$ cat src/rtl/radio_seq.sv
module radio_seq #(
  parameter int CAL_CYCLES   = 4,
  parameter int BOOST_CYCLES = 2,
  parameter int LOCK_TIMEOUT = 8
) (
  input  logic       clk,
  input  logic       rst_n,
  input  logic       auto_cal,
  input  logic       cmd_reset,
  input  logic       cmd_idle,
  input  logic       cmd_tx,
  input  logic       cmd_rx,
  input  logic       cmd_flush_tx,
  input  logic       pll_lock,
  input  logic       txfifo_underflow,
  input  logic       rxfifo_overflow,
  output logic [7:0] state_code,
  output logic [2:0] state_sum,
  output logic       flush_ack
);
  localparam int MAXC  = (CAL_CYCLES > BOOST_CYCLES) ?
                         ((CAL_CYCLES > LOCK_TIMEOUT) ? CAL_CYCLES : LOCK_TIMEOUT) :
                         ((BOOST_CYCLES > LOCK_TIMEOUT) ? BOOST_CYCLES : LOCK_TIMEOUT);
  localparam int CNT_W = $clog2(MAXC + 1);

  typedef enum logic [7:0] {
    S_IDLE  = 8'h01, S_CAL  = 8'h08, S_BOOST = 8'h09, S_LOCK = 8'h0A,
    S_RX    = 8'h0D, S_RXOF = 8'h11, S_TX    = 8'h13, S_TXUF = 8'h16
  } st_t;

  st_t             st, nxt;
  logic [CNT_W-1:0] cnt;
  logic             tgt_tx;
  logic             flush_ok;
  logic             timing;

  assign flush_ok = cmd_flush_tx && !cmd_reset && !cmd_idle &&
                    (st == S_IDLE || st == S_TXUF);
  assign timing   = (st == S_CAL) || (st == S_BOOST) || (st == S_LOCK);

  always_comb begin
    nxt = st;
    if (cmd_reset || cmd_idle) nxt = S_IDLE;
    else begin
      case (st)
        S_IDLE:  if (!cmd_flush_tx && (cmd_tx || cmd_rx)) nxt = auto_cal ? S_CAL : S_LOCK;
        S_CAL:   if (cnt == CNT_W'(CAL_CYCLES - 1)) nxt = S_BOOST;
        S_BOOST: if (cnt == CNT_W'(BOOST_CYCLES - 1)) nxt = S_LOCK;
        S_LOCK:  if (pll_lock || cnt == CNT_W'(LOCK_TIMEOUT - 1)) nxt = tgt_tx ? S_TX : S_RX;
        S_TX:    if (txfifo_underflow) nxt = S_TXUF;
        S_RX:    if (rxfifo_overflow) nxt = S_RXOF;
        S_TXUF:  if (cmd_flush_tx) nxt = S_IDLE;
        default: nxt = st;
      endcase
    end
  end

  always_ff @(posedge clk) begin
    if (!rst_n) begin
      st        <= S_IDLE;
      cnt       <= '0;
      tgt_tx    <= 1'b0;
      flush_ack <= 1'b0;
    end else begin
      st        <= nxt;
      flush_ack <= flush_ok;
      if (nxt != st) cnt <= '0;
      else if (timing) cnt <= cnt + 1'b1;
      if (st == S_IDLE && nxt != S_IDLE) tgt_tx <= cmd_tx;
    end
  end

  assign state_code = st;

  always_comb begin
    case (st)
      S_IDLE:  state_sum = 3'd0;
      S_RX:    state_sum = 3'd1;
      S_TX:    state_sum = 3'd2;
      S_LOCK:  state_sum = 3'd3;
      S_CAL:   state_sum = 3'd4;
      S_BOOST: state_sum = 3'd5;
      S_RXOF:  state_sum = 3'd6;
      default: state_sum = 3'd7;
    endcase
  end

  a_r1_reset_to_idle: assert property (@(posedge clk) disable iff (!rst_n)
    cmd_reset |=> state_code == 8'h01);
  a_r3_boost_after_cal: assert property (@(posedge clk) disable iff (!rst_n)
    (st == S_BOOST) |-> ($past(st) == S_CAL || $past(st) == S_BOOST));
  a_r5_lock_bounded: assert property (@(posedge clk) disable iff (!rst_n)
    (st == S_LOCK) |-> (cnt < CNT_W'(LOCK_TIMEOUT)));
  a_r6_tx_underflow: assert property (@(posedge clk) disable iff (!rst_n)
    (st == S_TX && txfifo_underflow && !cmd_reset && !cmd_idle) |=> state_code == 8'h16);
  a_r7_rxof_sticky: assert property (@(posedge clk) disable iff (!rst_n)
    (st == S_RXOF && !cmd_reset && !cmd_idle) |=> state_code == 8'h11);
  a_r8_flush_gated: assert property (@(posedge clk) disable iff (!rst_n)
    flush_ack |-> ($past(st) == S_IDLE || $past(st) == S_TXUF));
  a_r9_idle_strobe: assert property (@(posedge clk) disable iff (!rst_n)
    cmd_idle |=> state_code == 8'h01);
endmodule

$ cat config.mk
export PLATFORM = sky130hd
export DESIGN_NAME = radio_seq
export DESIGN_NICKNAME = d
export VERILOG_FILES = /design/src/rtl/radio_seq.sv
export SDC_FILE = /design/constraint.sdc
export NUM_CORES = 1
export LEC_CHECK = 0
export ABC_AREA = 1
export CAP_MARGIN = 20
export CORE_MARGIN = 3
export CORE_UTILIZATION = 31
export CTS_CLUSTER_DIAMETER = 60
export DETAILED_ROUTE_END_ITERATION = 7
export DONT_BUFFER_PORTS = 1
export SLEW_MARGIN = 5
export SYNTH_ARGS = -nofsm -noshare
export SYNTH_HDL_FRONTEND = slang
export SYNTH_SLANG_ARGS = --single-unit
export TNS_END_PERCENT = 50
$ cat constraint.sdc
create_clock -name clk -period 2 [get_ports clk]
set_clock_uncertainty 0.1 [all_clocks]
set_input_delay 0.2 -clock clk [delete_from_list [all_inputs] [get_ports clk]]
set_output_delay 0.2 -clock clk [all_outputs]
set_load 0.05 [all_outputs]
==> results.json <==
{
  "r2r_cells": 15,
  "place_inst": 289,
  "layout_setup_ws_ns": -0.03520,
  "syn_area_sq_um": 1323,
  "min_path_cells": 2,
  "netlist_instances": 220,
  "ant_nets": 0,
  "met3_usage_pct": 2.244,
  "final.period_utilization_pct": 101.8,
  "hold_viol_final": 0,
  "powerDensity_nw_per_um2": 521.2,
  "synthAdderAreaFrac_pct": 1.892,
  "io_pins": 23,
  "fin_nets": 277,
  "busiest_layer": "met2",
  "slew_headroom_pct": 68.51,
  "maxSlewViolCount": 0,
  "syn-num-nets": 233,
  "syn_area_per_cell_sq_um": 6.011,
  "grt.met1_usage_pct": 22.54,
  "synth_cell_type_count": 26,
  "tightest_slew_ns": 0.4717,
  "syn_to_final_growth_pct": 50.24,
  "worst-endpoint-required_ns": 1.70,
  "numCtsBuffers": 3,
  "clkSinkCount": 14,
  "crit_path_end_kind": "output port",
  "rsz0062_at_grt": "yes",
  "vdd_ir_drop_max_mv": 0.3385,
  "whs_ns": 0.04381,
  "yosys_warnings": 0,
  "overflow": 0,
  "finalWirelength_um": 4514,
  "muxShareOfSynthArea_pct": 0,
  "place_ws_ns": 0.001676,
  "vias": 1562,
  "cp_max_fo": 8,
  "critical_path_class": "reg2out",
  "finalPower_uw": 1035,
  "detail_route.wl_per_cell_um": 14.42,
  "antennaDiodeCount": 0,
  "grt_pass1_wl_um": 6679,
  "portBuffers": 0,
  "synth-xor-area-share_pct": 2.649,
  "firstDrtPassIters": 4,
  "worstSkewPairLatency_ns": 0.25,
  "fin_crit_ns": 2.035,
  "startpoint_type": "flop",
  "hold_class": "in2reg",
  "final_layout_size_suffix_gt1_share_pct": 42.97,
  "violations": "negative setup slack",
  "drcViolationCount": 0,
  "synth_simple_gate_area_share_pct": 63.29,
  "status": "finished, violations left",
  "die_h_um": 71.32,
  "ys_seq_elements": 14,
  "clk_pin_slew_ns": 0.06,
  "track_usage_pct": 16.62,
  "fp.coreArea_sq_um": 4058,
  "arrival_ns": 1.74,
  "die_x_um": 71.32,
  "maxCapViolCount": 0,
  "initial_core_util_pct": 32.59,
  "synth_top_family_by_area": "simple AND/OR/NAND/NOR gates",
  "dpl.hpwl_um": 3330,
  "cts-root-buf": "clkbuf_8",
  "antenna_found_initial": 0,
  "fin_util_pct": 48.97,
  "total_leakage_power_uw": 0.0009432,
  "grt_max_degree": 14,
  "cts_buffer_depth": 2,
  "stdcell_count": 313,
  "gp_congestion": 1.011,
  "layout_commonest_cell": "nand2_1",
  "drtIter0Drc": 120,
  "synth-seq-area-share_pct": 21.19,
  "die_area_sq_um": 5086,
  "h-tree-depth": 1,
  "finalSetupViolations": 1,
  "via_per_inst": 4.990,
  "grt_pass1_vias": 1350,
  "fp-row-count": 23,
  "clock.fmax_mhz": 491.4,
  "final_cell_mix": "nand2_1 (47), nor2_1 (32), buf_4 (32)",
  "cts_tree": "done",
  "synth_compound_area_share_pct": 3.595,
  "grt_use_met2_pct": 27.35
}
[registers in the layout, summed over array words and instances (netlist names)]
register    cells
state_code      8
cnt             4
flush_ack       1
tgt_tx          1
[final timing paths]
path                                                from                  endpoint  slack (ns)
worst max-delay path            state_code[6]$_SDFF_PN0_              state_sum[0]       -0.04
worst min-delay path                               rst_n  state_code[7]$_SDFF_PN0_        0.04
worst max register to register  state_code[1]$_SDFF_PN0_       cnt[2]$_SDFFE_PP0P_        0.01
worst min register to register  state_code[7]$_SDFF_PN0_  state_code[7]$_SDFF_PN0_        0.40
[critical path, cell delays in order, from the launching register on]
cell     delay [ns]
dfxtp_4        0.37
nor2_4         0.04
nand2_4        0.09
inv_8          0.05
nand2_4        0.08
nand2_4        0.06
buf_6          0.12
nor3b_4        0.20
nand4_1        0.16
nand4_1        0.17
buf_12         0.15
[cells in the mapped netlist, drive strengths merged]
| master | n | share of area (%) |
|---|---|---|
| a21oi | 3 | 1.1 |
| buf | 1 | 0.38 |
| clkinv | 1 | 0.28 |
| dfxtp | 14 | 21 |
| ha | 2 | 1.9 |
| inv | 23 | 6.7 |
| nand2 | 72 | 25 |
| nand3 | 33 | 14 |
| nand3b | 1 | 0.57 |
| nand4 | 6 | 2.8 |
| nor2 | 52 | 20 |
| nor3 | 2 | 0.76 |
| nor3b | 1 | 0.57 |
| o211ai | 2 | 1.1 |
| o21a | 1 | 0.57 |
| o21ai | 2 | 0.76 |
| xor2 | 4 | 2.6 |
[metal layers]
| layer | wire (um) | vias up |
|---|---|---|
| met4 | 44 | 0 |
| met3 | 280 | 8 |
| met5 | 0 | - |
| li1 | - | 790 |
| met1 | 1888 | 708 |
| met2 | 2300 | 56 |
[area by class of cell]
cell class	instances	area (sq um)
fillers	404	2071
multi-input cells	181	1096
repair buffers	40	346.6
flip-flops and latches	14	311.5
inverters	24	115.1
well taps	50	62.56
clock buffers	4	55.05
[cells by family (layout without fill, tap and decap cells)]
group                    count (synthesis)  count (layout)
AND/OR/NAND/NOR                        167             167
buffers and inverters                   25              68
flip-flops                              14              14
AO/OA/AOI/OAI                            8               8
XOR/XNOR                                 4               4
adder cells (fa/ha/maj)                  2               2
[power by group]
| group | switching [uW] | internal (uW) | total, uW |
|---|---|---|---|
| Sequential | 15.5 | 282 | 297 |
| Clock | 108 | 175 | 282 |
| Combinational | 276 | 180 | 456 |
[stage by stage]
step / setup TNS (ns) / cell area [sq um]
after global placement: -0.07166 / 1622
after detailed placement: 0 / 1622
after CTS: 0 / 1808
after floorplan: -0.5753 / 1389
final: -0.03520 / 1987
after global routing: -0.6818 / 1987
[repair_timing]
item | in CTS | in global routing
gates resized for setup | 17 | 31
hold buffers | 1 | 0
pin swaps | 7 | 19
endpoints found under the setup margin | 6 | 7
endpoints found under the hold margin | 2 | 0
buffers inserted | 8 | 11
(Power assumes the default switching activity.)
